[config.mk]
export PLATFORM = sky130hd
export DESIGN_NAME = tmr_match_capture
export DESIGN_NICKNAME = d
export VERILOG_FILES = /design/src/rtl/tmc_pkg.sv /design/src/rtl/tmc_prescaler.sv /design/src/rtl/tmc_match_chan.sv /design/src/rtl/tmc_capture_chan.sv /design/src/rtl/tmr_match_capture.sv
export SDC_FILE = /design/constraint.sdc
export NUM_CORES = 1
export LEC_CHECK = 0
export BUFFER_PORTS_ARGS = -buffer_cell sky130_fd_sc_hd__buf_2
export CORE_MARGIN = 5
export CORE_UTILIZATION = 34
export CTS_CLUSTER_SIZE = 20
export DETAILED_ROUTE_END_ITERATION = 7
export MAX_ROUTING_LAYER = met4
export PLACE_DENSITY_LB_ADDON = 0.1
export SKIP_LAST_GASP = 1
export SLEW_MARGIN = 20
export SYNTH_ARGS = -nofsm -noshare
export SYNTH_HDL_FRONTEND = slang
export SYNTH_SLANG_ARGS = --single-unit
export TNS_END_PERCENT = 50
[constraint.sdc]
create_clock -name clk -period 3.4 [get_ports clk]
set_input_delay 0.68 -clock clk [delete_from_list [all_inputs] [get_ports clk]]
set_output_delay 0.68 -clock clk [all_outputs]
set_load 0.02 [all_outputs]
[src/rtl/tmc_pkg.sv]
package tmc_pkg;
  localparam int unsigned TMC_CH = 4;
  localparam int unsigned TMC_AW = 4;

  localparam logic [TMC_AW-1:0] A_CTRL  = 4'd0;
  localparam logic [TMC_AW-1:0] A_COUNT = 4'd1;
  localparam logic [TMC_AW-1:0] A_PLIM  = 4'd2;
  localparam logic [TMC_AW-1:0] A_PCNT  = 4'd3;
  localparam logic [TMC_AW-1:0] A_FLAGS = 4'd4;
  localparam logic [TMC_AW-1:0] A_MACT  = 4'd5;
  localparam logic [TMC_AW-1:0] A_CCFG  = 4'd6;
  localparam logic [TMC_AW-1:0] A_OCFG  = 4'd7;
  localparam logic [TMC_AW-1:0] A_MBASE = 4'd8;
  localparam logic [TMC_AW-1:0] A_CBASE = 4'd12;

  typedef enum logic [1:0] {OUT_KEEP, OUT_LOW, OUT_HIGH, OUT_TOGGLE} out_act_e;

  typedef struct packed {
    logic stop;
    logic rst;
    logic irq;
  } mact_t;

  typedef struct packed {
    logic irq;
    logic fall;
    logic rise;
  } ccfg_t;
endpackage

[src/rtl/tmc_prescaler.sv]
module tmc_prescaler #(
  parameter int W = 32
) (
  input  logic         clk,
  input  logic         rst_n,
  input  logic         en,
  input  logic         hold,
  input  logic [W-1:0] limit,
  input  logic         wr_en,
  input  logic [W-1:0] wr_data,
  output logic [W-1:0] pcount,
  output logic         tick
);
  assign tick = en && !hold && (pcount == limit);

  always_ff @(posedge clk or negedge rst_n) begin
    if (!rst_n)      pcount <= '0;
    else if (wr_en)  pcount <= wr_data;
    else if (hold)   pcount <= '0;
    else if (en)     pcount <= tick ? '0 : pcount + 1'b1;
  end

  AST_PRESC_WRAP: assert property (@(posedge clk) disable iff (!rst_n)
    (tick && !wr_en) |=> (pcount == '0));
endmodule

[src/rtl/tmc_match_chan.sv]
module tmc_match_chan
  import tmc_pkg::*;
#(
  parameter int W = 32
) (
  input  logic         clk,
  input  logic         rst_n,
  input  logic         tick,
  input  logic [W-1:0] count,
  input  logic [W-1:0] match_val,
  input  mact_t        act,
  input  logic [1:0]   ocode,
  input  logic         pin_wr,
  input  logic         pin_wdata,
  output logic         want_rst,
  output logic         want_stop,
  output logic         flag_set,
  output logic         pin
);
  logic hit;

  assign hit       = tick && (count == match_val);
  assign want_rst  = hit && act.rst;
  assign want_stop = hit && act.stop;
  assign flag_set  = hit && act.irq;

  always_ff @(posedge clk or negedge rst_n) begin
    if (!rst_n)      pin <= 1'b0;
    else if (pin_wr) pin <= pin_wdata;
    else if (hit) begin
      case (ocode)
        OUT_LOW:    pin <= 1'b0;
        OUT_HIGH:   pin <= 1'b1;
        OUT_TOGGLE: pin <= ~pin;
        default:    pin <= pin;
      endcase
    end
  end

  AST_PIN_TOGGLE: assert property (@(posedge clk) disable iff (!rst_n)
    (hit && ocode == OUT_TOGGLE && !pin_wr) |=> (pin != $past(pin)));
  AST_PIN_KEEP: assert property (@(posedge clk) disable iff (!rst_n)
    (!pin_wr && (!hit || ocode == OUT_KEEP)) |=> $stable(pin));
endmodule

[src/rtl/tmc_capture_chan.sv]
module tmc_capture_chan
  import tmc_pkg::*;
#(
  parameter int W = 32
) (
  input  logic         clk,
  input  logic         rst_n,
  input  logic         sig,
  input  logic [W-1:0] count,
  input  ccfg_t        cfg,
  output logic         flag_set,
  output logic [W-1:0] cap_val
);
  logic sig_q;
  logic evt;

  assign evt      = (cfg.rise && sig && !sig_q) || (cfg.fall && !sig && sig_q);
  assign flag_set = evt && cfg.irq;

  always_ff @(posedge clk or negedge rst_n) begin
    if (!rst_n) begin
      sig_q   <= 1'b0;
      cap_val <= '0;
    end else begin
      sig_q <= sig;
      if (evt) cap_val <= count;
    end
  end

  AST_CAP_LATCH: assert property (@(posedge clk) disable iff (!rst_n)
    evt |=> (cap_val == $past(count)));
  AST_CAP_IDLE: assert property (@(posedge clk) disable iff (!rst_n)
    !evt |=> $stable(cap_val));
endmodule

[src/rtl/tmr_match_capture.sv]
module tmr_match_capture
  import tmc_pkg::*;
#(
  parameter int CNT_W = 32
) (
  input  logic              clk,
  input  logic              rst_n,
  input  logic              bus_we,
  input  logic [TMC_AW-1:0] bus_addr,
  input  logic [CNT_W-1:0]  bus_wdata,
  output logic [CNT_W-1:0]  bus_rdata,
  input  logic [TMC_CH-1:0] cap_in,
  output logic [TMC_CH-1:0] mat_out,
  output logic              irq
);
  localparam int N  = TMC_CH;
  localparam int IW = $clog2(N);
  localparam int FW = 2 * N;

  logic             wr_ctrl, wr_count, wr_plim, wr_pcnt, wr_flags, wr_mact, wr_ccfg, wr_ocfg;
  logic             run_q, clr_q, tick;
  logic [CNT_W-1:0] tc_q, lim_q, pcnt;
  logic [FW-1:0]    flags_q, set_vec, clr_mask;
  logic [3*N-1:0]   mact_q, ccfg_q;
  logic [2*N-1:0]   ocfg_q;
  logic [CNT_W-1:0] mreg_q [N];
  logic [CNT_W-1:0] cap_val [N];
  logic [N-1:0]     rst_v, stop_v, mset_v, cset_v;
  logic [IW-1:0]    sub;

  assign wr_ctrl  = bus_we && bus_addr == A_CTRL;
  assign wr_count = bus_we && bus_addr == A_COUNT;
  assign wr_plim  = bus_we && bus_addr == A_PLIM;
  assign wr_pcnt  = bus_we && bus_addr == A_PCNT;
  assign wr_flags = bus_we && bus_addr == A_FLAGS;
  assign wr_mact  = bus_we && bus_addr == A_MACT;
  assign wr_ccfg  = bus_we && bus_addr == A_CCFG;
  assign wr_ocfg  = bus_we && bus_addr == A_OCFG;

  tmc_prescaler #(.W(CNT_W)) u_presc (
    .clk(clk), .rst_n(rst_n), .en(run_q), .hold(clr_q), .limit(lim_q),
    .wr_en(wr_pcnt), .wr_data(bus_wdata), .pcount(pcnt), .tick(tick)
  );

  for (genvar k = 0; k < N; k++) begin : g_ch
    tmc_match_chan #(.W(CNT_W)) u_match (
      .clk(clk), .rst_n(rst_n), .tick(tick), .count(tc_q), .match_val(mreg_q[k]),
      .act(mact_q[3*k +: 3]), .ocode(ocfg_q[2*k +: 2]),
      .pin_wr(wr_ocfg), .pin_wdata(bus_wdata[FW + k]),
      .want_rst(rst_v[k]), .want_stop(stop_v[k]), .flag_set(mset_v[k]), .pin(mat_out[k])
    );
    tmc_capture_chan #(.W(CNT_W)) u_cap (
      .clk(clk), .rst_n(rst_n), .sig(cap_in[k]), .count(tc_q),
      .cfg(ccfg_q[3*k +: 3]), .flag_set(cset_v[k]), .cap_val(cap_val[k])
    );
  end

  assign set_vec  = {cset_v, mset_v};
  assign clr_mask = wr_flags ? bus_wdata[FW-1:0] : '0;
  assign irq      = |flags_q;

  always_ff @(posedge clk or negedge rst_n) begin
    if (!rst_n) begin
      run_q   <= 1'b0;
      clr_q   <= 1'b0;
      tc_q    <= '0;
      lim_q   <= '0;
      flags_q <= '0;
      mact_q  <= '0;
      ccfg_q  <= '0;
      ocfg_q  <= '0;
      for (int k = 0; k < N; k++) mreg_q[k] <= '0;
    end else begin
      if (|stop_v)      run_q <= 1'b0;
      else if (wr_ctrl) run_q <= bus_wdata[0];
      if (wr_ctrl)      clr_q <= bus_wdata[1];

      if (wr_count)     tc_q <= bus_wdata;
      else if (clr_q)   tc_q <= '0;
      else if (tick) begin
        if (|rst_v)       tc_q <= '0;
        else if (|stop_v) tc_q <= tc_q;
        else              tc_q <= tc_q + 1'b1;
      end

      flags_q <= (flags_q & ~clr_mask) | set_vec;
      if (wr_plim) lim_q  <= bus_wdata;
      if (wr_mact) mact_q <= bus_wdata[3*N-1:0];
      if (wr_ccfg) ccfg_q <= bus_wdata[3*N-1:0];
      if (wr_ocfg) ocfg_q <= bus_wdata[2*N-1:0];
      for (int k = 0; k < N; k++)
        if (bus_we && bus_addr == A_MBASE + TMC_AW'(k)) mreg_q[k] <= bus_wdata;
    end
  end

  assign sub = bus_addr[IW-1:0];

  always_comb begin
    bus_rdata = '0;
    case (bus_addr)
      A_CTRL:  bus_rdata[1:0] = {clr_q, run_q};
      A_COUNT: bus_rdata = tc_q;
      A_PLIM:  bus_rdata = lim_q;
      A_PCNT:  bus_rdata = pcnt;
      A_FLAGS: bus_rdata[FW-1:0] = flags_q;
      A_MACT:  bus_rdata[3*N-1:0] = mact_q;
      A_CCFG:  bus_rdata[3*N-1:0] = ccfg_q;
      A_OCFG:  bus_rdata[FW+N-1:0] = {mat_out, ocfg_q};
      default: bus_rdata = (bus_addr >= A_CBASE) ? cap_val[sub] : mreg_q[sub];
    endcase
  end

  AST_CLR_HOLD: assert property (@(posedge clk) disable iff (!rst_n)
    (clr_q && !wr_count) |=> (tc_q == '0));
  AST_MATCH_RESET: assert property (@(posedge clk) disable iff (!rst_n)
    ((|rst_v) && !wr_count) |=> (tc_q == '0));
  AST_STOP_CLEARS_RUN: assert property (@(posedge clk) disable iff (!rst_n)
    (|stop_v) |=> !run_q);
  AST_SET_WINS: assert property (@(posedge clk) disable iff (!rst_n)
    (|set_vec) |=> ((flags_q & $past(set_vec)) == $past(set_vec)));
  AST_IDLE_FROZEN: assert property (@(posedge clk) disable iff (!rst_n)
    (!run_q && !clr_q && !wr_count) |=> $stable(tc_q));
endmodule

==> impl_metrics.tcl <==
set metrics [dict create \
    fin_skew_ps 14.8 \
    synth_area_leader_cell "dfrtp_1" \
    drv_cap 0 \
    clock_sinks 402 \
    coreArea_um2 64200 \
    grt_pass1_wl_mm 121 \
    htree_levels 2 \
    outcome "completed" \
    rows 93 \
    hpwl_mm 59.4 \
    tns_ps 0 \
    syn_avg_cell_area_um2 11.7 \
    die_area_um2 69800 \
    path_clk_slew_ps 60 \
    grt_max_degree 79 \
    wl_per_cell_um 28.6 \
    synth_cells 1880 \
    sw_frac_of_total_pct 33.2 \
    dr.pass1.iters 5 \
    clockRootBuffer "clkbuf_16" \
    startpoint_type "register" \
    finalSetupViolCount 0 \
    die_w_um 264 \
    antenna_cells 0 \
    yosysUniqueCellTypes 69 \
    cp-end-kind "register" \
    ir_drop_uv 380 \
    combPwrFrac_pct 27.0 \
    slew_headroom_pct 27.2 \
    vias 16510 \
    place_area_um2 24200 \
    cts_tree "built" \
    yosys_warnings 0 \
    drcViolationCount 0 \
    synth_flop_cell "dfrtp_1" \
    grt_overflow 0 \
    netlist_area_um2 22000 \
    cp.arrival_ps 3770 \
    wl_mm 82.4 \
    numPlacedInstances 2794 \
    drt_iter0_markers 1388 \
    crit_type "reg -> reg" \
    crit_fanout 6 \
    io_buffers 79 \
    drive_gt1_share_pct 38.1 \
    cts_post_setup_buffers_inserted 0 \
    max_freq_mhz 303 \
    layout.cells.non_filler 2880 \
    ys_ff_latch 402 \
    antenna_found_initial 4 \
    power.internal_mw 10.7 \
    seq_power_share_pct 40.8 \
    cp.required_ps 3870 \
    ys_seq_area_share_pct 45.8 \
    finalCriticalPeriod_ps 3300 \
    die_h_um 264 \
    synth_commonest_cells "402 x dfrtp_1, 375 x mux2_2, 130 x xnor2_1, 128 x nand2_1, 127 x clkbuf_1" \
    async_reset_ff_share_pct 100 \
    p_leak_nw 10.8 \
    hold_viol_final 0 \
    synth_edf_count 0 \
    grt_usage_pct 23.8 \
    r2r_setup_slack_ps 100 \
    place_congestion 0.939 \
    numCtsBuffers 48 \
    drv_slew 0 \
    grt_pass1_vias 16915 \
    clkPwrFrac_pct 32.2 \
    io_pins 80 \
    insertion_delay_ps 580 \
    setup_ws_ps 105 \
    viasPerCell 5.73 \
    tightest_slew_ps 1090 \
    fillers 6177 \
    period_share_pct 96.9 \
    fin_nets 2036 \
    area_growth_pct 17.3 \
    synth_top_area_share_pct 45.8 \
    switching_power_mw 5.33 \
    detail-route-antenna-nets 0 \
    syn_nets 1927 \
    postLayoutCoreUtil_pct 40.1 \
    design_area_um2 25800 \
    synthTopCellsByArea "dfrtp_1 46%, mux2_2 19%, mux4_2 6.6%" \
    yosysMostFrequentCell "dfrtp_1" \
    rsz0062_at_grt "false" \
    hp-class "in -> async" \
    post-place-ws_ps 111 \
    power_density_nw_per_um2 623 \
    start_util_pct 34.2 \
    cts_max_path_buffers 3 \
]
-- registers in the layout (all words and copies together) (netlist names), 12 cells and up --
| name | cells |
|---|---|
| lim_q | 32 |
| mact_q | 12 |
| tc_q | 32 |
| u_presc.pcount | 32 |
| mreg_q | 128 |
| g_ch.u_cap.cap_val | 128 |
| ccfg_q | 12 |
-- placed cells by master (no fill, tap or decap), types with 5 or more instances in the layout --
cell type / instances
a22oi_1: 56
o21ai_1: 11
clkbuf_16: 49
buf_12: 18
o2bb2a_1: 9
and4_1: 5
a21oi_1: 45
mux2_2: 375
and2_1: 8
xnor2_1: 128
o22ai_1: 7
o211ai_1: 10
nand4_1: 60
mux4_2: 64
buf_2: 76
or4_1: 5
inv_1: 25
buf_4: 134
nand3b_1: 7
dfrtp_1: 400
nand3_1: 34
clkbuf_1: 13
nor4_1: 22
xor2_1: 30
or3_1: 6
o21ai_0: 67
and3_1: 14
a22o_1: 17
nor2_1: 42
a2bb2oi_1: 9
a32oi_1: 12
clkbuf_8: 12
a222oi_1: 7
clkinv_2: 7
nor3_1: 20
a31oi_1: 10
nand2_1: 128
-- logic make-up after synthesis --
family,Yosys count,synth area share (%)
AOI/OAI and AO/OA,299,9.25
xor gates and xnor gates,160,6.38
muxes,441,25.9
buffers and inverters,196,3.67
adders and majority gates,4,0.228
and+or+nand+nor,378,8.80
DFF,402,45.8
-- repair_timing --
item / CTS / global route
endpoints found under the setup margin: 0 / 7
hold buffers: 0 / 0
resized for setup: 0 / 5
-- area by class of cell --
class                           count  area, µm²  area share (%)
Clock buffer                       74       1440            5.59
Clock inverter                     12        119           0.461
Inverter                           25       93.8           0.364
Multi-Input combinational cell   1282      11200            43.5
Sequential cell                   402      10100            39.1
Tap cell                          855       1070            4.15
Timing Repair Buffer              230       1770            6.88
-- power groups by stage --
| stage | Clock [mW] | Sequential [mW] | Combinational, mW |
|---|---|---|---|
| 6_report | 5.17 | 6.55 | 4.34 |
| 5_1_grt | 5.46 | 6.65 | 4.60 |
| 4_1_cts | 5.31 | 6.53 | 4.35 |
| 3_5_place_dp | 0 | 6.61 | 4.33 |
| 3_3_place_gp | 0 | 6.59 | 4.30 |
| 2_1_floorplan | 0 | 6.27 | 2.72 |
-- routing by layer --
layer | up-vias | routed length (µm) | GRT usage (%)
met1 | 8747 | 37200 | 32.8
li1 | 7157 | - | -
met3 | 114 | 4110 | 3.02
met5 | - | 0 | -
met4 | 0 | 2160 | 5.66
met2 | 492 | 39000 | 37.8
-- worst max-delay path, cell delays in order (launching register included) --
cell	delay [ps]
dfrtp_1	470
xnor2_1	340
nor4b_1	360
nand4_1	200
or4_1	600
nand2_1	240
o21ai_0	170
buf_4	200
o31ai_1	330
o2bb2a_1	270
-- per-stage QoR --
| stage | total power [mW] | hold slack [ps] |
|---|---|---|
| 5_1_grt | 16.7 | 69.5 |
| 6_report | 16.1 | 53.3 |
| 2_1_floorplan | 8.99 | 384 |
| 3_3_place_gp | 10.9 | 484 |
| 3_5_place_dp | 10.9 | 491 |
| 4_1_cts | 16.2 | 43.2 |
-- final timing paths --
check,endpoint,cells after the start,startpoint
min,ocfg_q[2],1,rst_n
max in group asynchronous,g_ch[0].u_cap.cap_val[14],2,rst_n
min in group clk,g_ch[2].u_cap.sig_q,1,cap_in[2]
max,tc_q[22],9,u_presc.pcount[25]
min reg2reg,g_ch[0].u_cap.cap_val[5],1,g_ch[0].u_cap.cap_val[5]
max reg2reg,tc_q[22],9,u_presc.pcount[25]
(Power assumes the default switching activity.)
